File: src/rtl/sfx_pkg.sv
// Shared constants and state encoding for the sector symbol patcher.
// Assumes a 512-byte sector packed as 9-bit symbols, with 9 parity bytes.
package sfx_pkg;
    localparam int SECT_BYTES = 512;
    localparam int NPAR       = 9;
    localparam int SYM_W      = 9;
    localparam int STREAM_B   = SECT_BYTES + SECT_BYTES / 8;
    localparam int ADDR_W     = $clog2(STREAM_B);

    // Parity that an all-0xFF sector produces; byte 0 in the low bits.
    localparam logic [NPAR*8-1:0] BLANK_PAR =
        {8'h6F, 8'hB7, 8'hFF, 8'h8B, 8'hF4, 8'h58, 8'h90, 8'h9D, 8'hCD};

    typedef enum logic [3:0] {
        ST_IDLE, ST_PRB_RD, ST_PRB_CK, ST_JUDGE, ST_FX_SEL,
        ST_FX_RD0, ST_FX_RD1, ST_FX_WR0, ST_FX_WR1, ST_FIN
    } sfx_state_t;
endpackage

File: src/rtl/sfx_sym_locate.sv
// Maps a 1-based reported symbol position to a byte address and bit offset.
// Assumes positions 1..SYM_N are legal; anything else is flagged not hit.
module sfx_sym_locate #(
    parameter int POS_W  = 10,
    parameter int ADDR_W = 10,
    parameter int SYM_N  = 512
) (
    input  logic [POS_W-1:0]  pos,
    output logic              hit,
    output logic [ADDR_W-1:0] addr,
    output logic [2:0]        off
);
    logic [POS_W-1:0] idx;

    // Convert position to index, then to packed byte address and offset.
    always_comb begin
        idx  = pos - POS_W'(1);
        hit  = (pos != '0) && (pos <= POS_W'(SYM_N));
        addr = ADDR_W'(idx) + ADDR_W'(idx >> 3);
        off  = idx[2:0];
    end
endmodule

File: src/rtl/sfx_par_guard.sv
// Substitutes all-ones parity for the blank-sector parity on encode jobs.
// Assumes the parity vector is ordered with byte 0 in the low bits.
module sfx_par_guard
    import sfx_pkg::*;
(
    input  logic [NPAR*8-1:0] par,
    input  logic              enc,
    output logic [NPAR*8-1:0] par_res
);
    // Replace a blank-sector match with erased bytes, only when encoding.
    always_comb begin
        par_res = (enc && (par == BLANK_PAR)) ? '1 : par;
    end
endmodule

File: src/rtl/sector_symfix.sv
// Top of the sector symbol patcher: erased check, symbol correction and
// encode parity substitution over a byte RAM with one-cycle read latency.
// Assumes ram_rdata holds the byte addressed by the previous ram_rd cycle.
module sector_symfix
    import sfx_pkg::*;
#(
    parameter int NERR  = 4,
    parameter int POS_W = 10,
    localparam int CNT_W = $clog2(NERR + 1),
    localparam int IX_W  = (NERR > 1) ? $clog2(NERR) : 1
) (
    input  logic                  clk,
    input  logic                  rst_n,
    input  logic                  start,
    input  logic                  op_enc,
    input  logic [CNT_W-1:0]      err_num,
    input  logic                  err_uncor,
    input  logic [NERR*POS_W-1:0] err_pos,
    input  logic [NERR*SYM_W-1:0] err_mask,
    input  logic [NPAR*8-1:0]     par_in,
    output logic                  busy,
    output logic                  done,
    output logic                  fail,
    output logic [CNT_W-1:0]      fixed_cnt,
    output logic [NPAR*8-1:0]     par_out,
    output logic [ADDR_W-1:0]     ram_addr,
    output logic                  ram_rd,
    output logic                  ram_we,
    output logic [7:0]            ram_wdata,
    input  logic [7:0]            ram_rdata
);
    localparam logic [ADDR_W-1:0] LAST_STEP = ADDR_W'(SECT_BYTES);

    sfx_state_t           state;
    logic                 enc_q, uncor_q, fail_q;
    logic [CNT_W-1:0]     num_q, slot, fixed_q;
    logic [POS_W-1:0]     pos_q  [NERR];
    logic [SYM_W-1:0]     mask_q [NERR];
    logic [NPAR*8-1:0]    par_q, par_res;
    logic [ADDR_W-1:0]    step, probe_addr;
    logic [7:0]           lo_q, hi_q;
    logic [15:0]          pair;

    logic                 loc_hit  [NERR];
    logic [ADDR_W-1:0]    loc_addr [NERR];
    logic [2:0]           loc_off  [NERR];
    logic [IX_W-1:0]      slot_ix;

    genvar g;
    generate
        for (g = 0; g < NERR; g++) begin : g_loc
            sfx_sym_locate #(.POS_W(POS_W), .ADDR_W(ADDR_W), .SYM_N(SECT_BYTES)) u_loc (
                .pos  (pos_q[g]),
                .hit  (loc_hit[g]),
                .addr (loc_addr[g]),
                .off  (loc_off[g])
            );
        end
    endgenerate

    sfx_par_guard u_guard (.par(par_q), .enc(enc_q), .par_res(par_res));

    assign slot_ix = slot[IX_W-1:0];
    assign busy    = (state != ST_IDLE);

    // Erased-check address order: 0, middle, last, then 1..510.
    always_comb begin
        case (step)
            ADDR_W'(0): probe_addr = '0;
            ADDR_W'(1): probe_addr = ADDR_W'(SECT_BYTES / 2);
            ADDR_W'(2): probe_addr = ADDR_W'(SECT_BYTES - 1);
            default:    probe_addr = step - ADDR_W'(2);
        endcase
    end

    // Merge the corrected symbol into the two bytes read back.
    always_comb begin
        pair = {ram_rdata, lo_q} ^ (16'(mask_q[slot_ix]) << loc_off[slot_ix]);
    end

    // Drive the RAM port from the current state.
    always_comb begin
        ram_rd    = (state == ST_PRB_RD) || (state == ST_FX_RD0) || (state == ST_FX_RD1);
        ram_we    = (state == ST_FX_WR0) || (state == ST_FX_WR1);
        ram_wdata = (state == ST_FX_WR1) ? hi_q : pair[7:0];
        case (state)
            ST_PRB_RD:            ram_addr = probe_addr;
            ST_FX_RD0, ST_FX_WR0: ram_addr = loc_addr[slot_ix];
            ST_FX_RD1, ST_FX_WR1: ram_addr = loc_addr[slot_ix] + ADDR_W'(1);
            default:              ram_addr = '0;
        endcase
    end

    // Job sequencer: latch inputs, probe for erased, patch, report.
    always_ff @(posedge clk) begin
        if (!rst_n) begin
            state     <= ST_IDLE;
            enc_q     <= 1'b0;
            uncor_q   <= 1'b0;
            fail_q    <= 1'b0;
            num_q     <= '0;
            slot      <= '0;
            fixed_q   <= '0;
            par_q     <= '0;
            step      <= '0;
            lo_q      <= '0;
            hi_q      <= '0;
            done      <= 1'b0;
            fail      <= 1'b0;
            fixed_cnt <= '0;
            par_out   <= '0;
            for (int i = 0; i < NERR; i++) begin
                pos_q[i]  <= '0;
                mask_q[i] <= '0;
            end
        end else begin
            done <= 1'b0;
            case (state)
                ST_IDLE: if (start) begin
                    enc_q   <= op_enc;
                    uncor_q <= err_uncor;
                    num_q   <= (err_num > CNT_W'(NERR)) ? CNT_W'(NERR) : err_num;
                    par_q   <= par_in;
                    fail_q  <= 1'b0;
                    fixed_q <= '0;
                    slot    <= '0;
                    step    <= '0;
                    for (int i = 0; i < NERR; i++) begin
                        pos_q[i]  <= err_pos[i*POS_W +: POS_W];
                        mask_q[i] <= err_mask[i*SYM_W +: SYM_W];
                    end
                    if (op_enc)        state <= ST_FIN;
                    else if (&par_in)  state <= ST_PRB_RD;
                    else               state <= ST_JUDGE;
                end
                ST_PRB_RD: state <= ST_PRB_CK;
                ST_PRB_CK: begin
                    if (ram_rdata != 8'hFF)     state <= ST_JUDGE;
                    else if (step == LAST_STEP) state <= ST_FIN;
                    else begin
                        step  <= step + ADDR_W'(1);
                        state <= ST_PRB_RD;
                    end
                end
                ST_JUDGE: begin
                    if (uncor_q) begin
                        fail_q <= 1'b1;
                        state  <= ST_FIN;
                    end else begin
                        state <= ST_FX_SEL;
                    end
                end
                ST_FX_SEL: begin
                    if (slot >= num_q)         state <= ST_FIN;
                    else if (loc_hit[slot_ix]) state <= ST_FX_RD0;
                    else                       slot  <= slot + CNT_W'(1);
                end
                ST_FX_RD0: state <= ST_FX_RD1;
                ST_FX_RD1: begin
                    lo_q  <= ram_rdata;
                    state <= ST_FX_WR0;
                end
                ST_FX_WR0: begin
                    hi_q  <= pair[15:8];
                    state <= ST_FX_WR1;
                end
                ST_FX_WR1: begin
                    fixed_q <= fixed_q + CNT_W'(1);
                    slot    <= slot + CNT_W'(1);
                    state   <= ST_FX_SEL;
                end
                ST_FIN: begin
                    done      <= 1'b1;
                    fail      <= fail_q;
                    fixed_cnt <= fixed_q;
                    par_out   <= par_res;
                    state     <= ST_IDLE;
                end
                default: state <= ST_IDLE;
            endcase
        end
    end
endmodule

File: config.mk
export PLATFORM = sky130hd
export DESIGN_NAME = sector_symfix
export DESIGN_NICKNAME = d
export VERILOG_FILES = /design/src/rtl/sfx_pkg.sv /design/src/rtl/sfx_sym_locate.sv /design/src/rtl/sfx_par_guard.sv /design/src/rtl/sector_symfix.sv
export SDC_FILE = /design/constraint.sdc
export NUM_CORES = 1
export LEC_CHECK = 0
export BUFFER_PORTS_ARGS = -buffer_cell sky130_fd_sc_hd__buf_2
export CAP_MARGIN = 20
export CELL_PAD_IN_SITES_DETAIL_PLACEMENT = 1
export CELL_PAD_IN_SITES_GLOBAL_PLACEMENT = 2
export CORE_ASPECT_RATIO = 0.5
export CORE_UTILIZATION = 38
export CTS_BUF_LIST = sky130_fd_sc_hd__clkbuf_4
export DETAILED_ROUTE_END_ITERATION = 10
export PLACE_DENSITY_LB_ADDON = 0.1
export SETUP_SLACK_MARGIN = 0.3
export SLEW_MARGIN = 25
export SYNTH_ARGS = -nofsm -noshare
export SYNTH_HDL_FRONTEND = slang
export SYNTH_SLANG_ARGS = --single-unit
File: constraint.sdc
create_clock -name clk -period 6.8 [get_ports clk]
set_input_delay 1.02 -clock clk [delete_from_list [all_inputs] [get_ports clk]]
set_output_delay 1.02 -clock clk [all_outputs]
set_load 0.05 [all_outputs]
==> results.md, run 1 <==
* Clock transition at path regs at about 0.070 ns
* Peak supply drop at about 0.17 mV
* Synth cell count leaders: 340 x nand2_1, 193 x dfxtp_1, 134 x a21boi_0
* Final #Nets at ~2000
* Post-DR vias/cell at around 5.5
* # placed instances at around 2200
* Post-DRT Antenna Nets at 0
* Syn Nets at about 1800
* Die H at approximately 140 um
* CP max stage delay at 0.57 ns
* Largest net degree at the start of global routing at around 110
* Vias at approximately 13000
* Buffer and inverter count on the worst path at 2
* Final worst-path cycle share at roughly nine tenths
* Drt first pass iters at 5
* Leading area contributor after synthesis: dfxtp_1
* Clock power frac at about a fifth
* Reg power frac at between 20 and 30%
* Worst setup EP type: output port
* Layout Area Growth over Synthesis at 18.4%
* Crit Path Class: register to output port
* Vias in the first global route at ~14000
* Placer congestion estimate at just under 0.9
* GR Util All Layers at roughly a quarter
* Yosys Warn Count at 0
* P_int at roughly 4 mW
* Die area at around 0.039 mm^2
* Worst path required time at between 5 and 6 ns
* Final instance area at between 0.015 and 0.02 mm^2
* Leakage at 7.16 nW
* Worst path top cell family by delay: compound AO/OA/AOI/OAI gates
* Hold Path Class: register to register
* Final WL at 46700 um
* Synth Flop Type: dfxtp_1
* Core Area at roughly 0.037 mm^2
* H-tree levels at 3
* CP arrival at between 5 and 6 ns
* Post-synth EDFFs at between 70 and 80
* Clock Sinks at about 270
* Drt initial violations at between 600 and 700
* Input/output buffers at roughly 260
* Max Freq at approximately 0.16 GHz
* Minimum clock period at 6.22 ns
* Slew margin rel. at between 20% and 30%
* Slowest-stage cell, CP: or4_4
* WHS Endpoint: fail_q
* Pre-CTS WS at about 1.2 ns
* Cell area after technology mapping at roughly 0.014 mm^2
* Worst hold slack at about 0.45 ns
* Largest cells by area after synthesis: dfxtp_1 27%, edfxtp_1 16%, nand2_1 8.9%
* Placed cell area at between 0.015 and 0.02 mm^2
* Layout Cells excl Fill at around 2400
* Pwr/cell area at between 400 and 500 mW/mm^2
* DP Wirelength at 33900 um
* Met3 usage at under 10%
* Cts hold-fix bufs at 0
* Starting Density at between 30% and 40%
* Placement row count at a little under 50
* Share of synthesized registers carrying an async set or reset at 0%
* Average wire per standard cell at 19.7 um
* Final TNS setup at 0 ns
* Crit-path max FO at 7
* Avg Inst Size Synth at between 9 and 10 um^2
* Grt met2 use at about two fifths
* Yosys top cell area share at a little over a quarter
* Final worst setup slack at about 0.58 ns
* Synthesized flop and latch total at approximately 270
* Busiest grt layer: met2
* Hold Path Depth at 2
* Outcome: finished clean
* TritonCTS clock tree: yes
* Setup crit start kind: register
* Worst reg2reg path startpoint: pos_q[3][0]
* R2R Path End: slot[1]
* Most numerous cell in the Yosys netlist: nand2_1
* Combinational share of power at about half
* I/O Pins at about 260
* First-pass GRT wire length at between 70000 and 80000 um
* Reg2Reg Setup Slack at ~3.2 ns
* Netlist cell types at between 80 and 90
* Worst slew pin tran at between 1 and 1.5 ns
* Worst R2R Path Depth at 11
* Post-route DRC violation count at 0
* Grt met1 use at between 20% and 30%
* Sw power at 3.43 mW
* Post-synthesis cell count at approximately 1600
* Final hold viol count at 0
* CTS Buf Count at 66
* # setup viols final at 0
* RSZ-0062 raised after global routing: yes
* Total power at 7.52 mW
* Sw frac at between 40% and 50%
* CTS Root Cell: clkbuf_4
* Gr ovfl total at 0
* Hold path startpoint: fail_q
* Worst-Skew Late Latency at approximately 0.71 ns
* Antenna violations before repair at 10
* Layout cells sized above 1 at between 20% and 30%
* Max-slew violation count at 0
* Layout Utilization at 46.5%
* Setup Skew at 0.0348 ns
* Seq/Total Area, Yosys at 42.8%
* Max_cap viols at 0
* Die width at ~280 um
* Clock buffer depth at 3
* Critical Path, Cell by Cell: or4_4 > o21a_2 > nor2_4 > inv_1 > ha_1 > a211oi_1 > o21bai_1 > a21oi_1 > xnor2_1 > xnor2_1 > a211oi_1 > and2_1 > nand3_1 > o211ai_1 > buf_2
==> worst max path at each step <==
stage             endpoint        start  depth (start not counted)  slack [ns]
2_1_floorplan  ram_addr[7]  pos_q[1][3]                         14        1.31
3_3_place_gp   ram_addr[7]  pos_q[1][3]                         15        1.35
3_5_place_dp   ram_addr[9]  pos_q[2][2]                         15        1.20
4_1_cts        ram_addr[9]  pos_q[2][2]                         15        0.35
5_1_grt        ram_addr[9]  pos_q[3][0]                         16        0.29
6_report       ram_addr[8]  pos_q[0][2]                         15        0.58
==> layout make-up <==
cell class                      count  area [um^2]
Inverter                           37          139
Multi-Input combinational cell   1184         7830
Timing Repair Buffer              272         1400
Fill cell                        4343        19500
Clock inverter                     16          126
Antenna cell                        6         15.0
Clock buffer                       97          728
Sequential cell                   269         6150
Tap cell                          484          606
==> power by group through the flow <==
stage,Combinational [mW],Sequential [mW],Clock [mW]
final,3.85,2.25,1.42
after floorplan,2.69,2.26,0
after detailed placement,3.77,2.27,0
after CTS,3.79,2.24,1.48
after global routing,4.17,2.28,1.56
after global placement,3.67,2.26,0
==> cells by family after synthesis <==
family	count (synthesis)	share of synthesized area [%]
buffers and inverters	128	3.35
AOI/OAI and AO/OA	341	17.8
DFF	269	42.8
and+or+nand+nor	683	22.8
adders and majority gates	46	4.18
xor gates and xnor gates	78	5.18
muxes	36	3.93
==> worst min-delay path, cell delays in order, from the launching register on <==
cell and delay [ns]:
dfxtp_1 0.31, inv_1 0.04, a21oi_1 0.05
==> cell usage in the layout (no fill, tap or decap), types with 15 or more instances in the layout <==
| cell | netlist | layout |
|---|---|---|
| clkbuf_4 | 0 | 98 |
| edfxtp_1 | 76 | 76 |
| a21oi_1 | 33 | 32 |
| nand3_1 | 33 | 31 |
| dfxtp_1 | 193 | 193 |
| buf_2 | 0 | 258 |
| inv_1 | 34 | 34 |
| o21ai_0 | 37 | 37 |
| xnor2_1 | 39 | 39 |
| a21boi_0 | 134 | 134 |
| nor3_1 | 30 | 29 |
| xor2_1 | 35 | 35 |
| o221a_2 | 28 | 28 |
| mux2i_1 | 17 | 17 |
| nand4_1 | 33 | 33 |
| and3_1 | 83 | 81 |
| nand2_1 | 340 | 339 |
| and2_1 | 15 | 15 |
| ha_1 | 40 | 40 |
| nor2_1 | 77 | 75 |
| mux4_2 | 16 | 16 |
==> state kept, by name, indices dropped and copies added (netlist names), 4 cells and up, named ones only <==
signal	count
mask_q	36
step	10
hi_q	8
pos_q	40
par_out	72
state	4
lo_q	8
par_q	72
==> what timing repair did <==
item                                   in CTS  in global routing
endpoints found under the hold margin       0                  0
buffers inserted                            0                  3
gates resized for setup                     0                 14
setup endpoints to repair                   0                  4
==> routing by layer <==
layer / routed length [um] / vias up
met5: 24 / -
met4: 1170 / 4
met1: 20300 / 6359
met3: 2140 / 80
li1: - / 6207
met2: 23000 / 254
Note: power is estimated with default switching activity, not from simulation.
==> run 2, diff against run 1 <==
--- a/config.mk
+++ b/config.mk
@@ -13,6 +13,7 @@
 export CORE_UTILIZATION = 38
 export CTS_BUF_LIST = sky130_fd_sc_hd__clkbuf_4
 export DETAILED_ROUTE_END_ITERATION = 10
+export MAX_ROUTING_LAYER = met4
 export PLACE_DENSITY_LB_ADDON = 0.1
 export SETUP_SLACK_MARGIN = 0.3
 export SLEW_MARGIN = 25
==> run 2 against run 1 <==
  * Global-route usage grew 0.72 points
  * Clock skew fell by 0.0051 ns
  * First-iteration DRC count fell by 13%
==> results.md, run 2 (synthesis gave the netlist of run 1 again) <==
* Final TNS setup at 0 ns
* CTS Buf Count at 67
* Input/output buffers at about 260
* TritonCTS clock tree: yes
* Worst path required time at approximately 5.8 ns
* Crit-path max FO at 4
* # setup viols final at 0
* Hold path startpoint: fail_q
* Peak supply drop at ~0.17 mV
* Clock power frac at between 10% and 20%
* Sw power at 3.41 mW
* First-pass GRT wire length at a little over 70000 um
* Core Area at roughly 0.037 mm^2
* Average wire per standard cell at between 15 and 20 um
* Clock buffer depth at 3
* FILL cells at approximately 4400
* Worst reg2reg path startpoint: pos_q[3][0]
* Setup crit start kind: register
* Max Freq at 0.159 GHz
* Cts hold-fix bufs at 0
* Setup Skew at 0.0297 ns
* Worst R2R Path Depth at 11
* Placement row count at 49
* Buffer and inverter count on the worst path at 2
* Most frequent cells in the layout: 339 x nand2_1, 258 x buf_2, 193 x dfxtp_1
* Final worst-path cycle share at about 93%
* Hold Path Class: register to register
* Pwr/cell area at 440 mW/mm^2
* Pre-CTS WS at 1.18 ns
* Layout Cells excl Fill at roughly 2400
* Max-slew violation count at 0
* Worst path top cell family by delay: simple AND/OR/NAND/NOR gates
* Post-route DRC violation count at 0
* R2R Path End: slot[1]
* Combinational share of power at between 50% and 60%
* Starting Density at about two fifths
* CTS Root Cell: clkbuf_4
* Layout Area Growth over Synthesis at 17.9%
* Worst-Skew Late Latency at 0.74 ns
* Die width at approximately 280 um
* Vias in the first global route at 13291
* Leakage at 7.12 nW
* Minimum clock period at ~6.3 ns
* Slew margin rel. at between 30% and 40%
* Post-DRT Antenna Nets at 0
* Outcome: finished clean
* I/O Pins at ~260
* Largest regs: par_out (72), par_q (72), pos_q (40)
* Drt initial violations at ~600
* Sw frac at 45.8%
* Slowest-stage cell, CP: or4_4
* Worst slew pin tran at just over 1 ns
* Crit path from: pos_q[3][0]
* Post-DR vias/cell at 5.44
* # placed instances at ~2200
* Crit Path Class: register to output port
* Placer congestion estimate at 0.878
* Antenna violations before repair at 13
* Most common cell after layout, fill and taps aside: nand2_1
* Die H at 139 um
* Max_cap viols at 0
* Worst setup EP type: output port
* Clock transition at path regs at 0.07 ns
* Gr ovfl total at 0
* RSZ-0062 raised after global routing: yes
* Layout cells sized above 1 at 24.7%
* Vias at approximately 13000
* Setup crit end: ram_addr[8]
* CP max stage delay at around 0.55 ns
* DP Wirelength at approximately 34000 um
* H-tree levels at 3
* Critical path depth at 16
* Die area at 0.0386 mm^2
* Most frequent CP cell: ha_1
* Final worst setup slack at approximately 0.50 ns
* Clock Sinks at 269
* CP arrival at about 5.3 ns
* Drt first pass iters at 4
* Reg power frac at 30.2%
* Critical Path, Cell by Cell: inv_1 > ha_1 > or4b_1 > nor2_1 > xor2_1 > ha_1 > o21a_1 > a21oi_1 > a21oi_2 > and2_1 > o31a_1 > or4_4 > nor2_2 > nand3_1 > o211ai_1 > buf_2
* Largest net degree at the start of global routing at between 100 and 150
* Final #Nets at 2036
* Final WL at 46300 um
* Reg2Reg Setup Slack at roughly 3.3 ns
* GR Util All Layers at around 24%
* P_int at roughly 4.0 mW
* Final hold viol count at 0
run 2: cell count changes in the layout (fill, tap and decap cells not counted), sizes merged:
cell,before,now
bufinv,2,1
buf,271,267
inv,36,37
clkinv,13,5
diode,6,13
run 2: worst min-delay path by stage:
stage | end | slack [ns] | cells after the start
after floorplan | fail_q | 0.43 | 2
after global placement | fail_q | 0.44 | 2
after detailed placement | fail_q | 0.45 | 2
after CTS | par_q[26] | 0.46 | 3
after global routing | fail_q | 0.48 | 2
final | fail_q | 0.47 | 2
run 2: worst register-to-register path: stages, from the launching register on:
cell	delay, ns
edfxtp_1	0.46
inv_1	0.12
ha_1	0.20
or4b_1	0.53
or2_1	0.33
xnor2_1	0.26
mux4_2	0.34
and3_1	0.21
o21ai_1	0.07
a211o_1	0.37
or3_1	0.40
a21boi_1	0.18
run 2: cell type report:
cell class	instances	area (um^2)	share of cell area (%)
inverters	37	139	0.821
repair buffers	269	1380	8.14
clock inverters	8	78.8	0.466
diodes	13	32.5	0.192
clock buffers	96	721	4.26
flip-flops and latches	269	6150	36.3
multi-input cells	1184	7830	46.2
well taps	484	606	3.58
run 2: power by group through the flow:
| stage | registers, mW | clock network, mW | logic [mW] |
|---|---|---|---|
| 6_report | 2.25 | 1.37 | 3.82 |
| 5_1_grt | 2.28 | 1.51 | 4.15 |
| 4_1_cts | 2.24 | 1.43 | 3.78 |
| 3_5_place_dp | 2.28 | 0 | 3.75 |
| 3_3_place_gp | 2.26 | 0 | 3.67 |
| 2_1_floorplan | 2.26 | 0 | 2.69 |
run 2: through the flow:
| step | instance area (um^2) | total power [mW] | hold WS [ns] | utilization, % |
|---|---|---|---|---|
| 6_report | 16900 | 7.44 | 0.465 | 46.3 |
| 5_1_grt | 16900 | 7.95 | 0.481 | 46.3 |
| 4_1_cts | 16800 | 7.46 | 0.457 | 46.0 |
| 3_5_place_dp | 16000 | 6.03 | 0.450 | 43.8 |
| 3_3_place_gp | 16000 | 5.93 | 0.443 | 43.8 |
| 2_1_floorplan | 14400 | 4.95 | 0.426 | - |
run 2: layer usage:
layer	global-route usage, %	wire, um
met4	8.22	1140
met1	28.8	20000
met3	5.94	2100
met5	-	0
met2	40.5	23100
run 2: timing repair:
action	4_1_cts	5_1_grt
endpoints found under the setup margin	1	3
hold endpoints to repair	0	0
resized for setup	1	10
buffers inserted	0	1
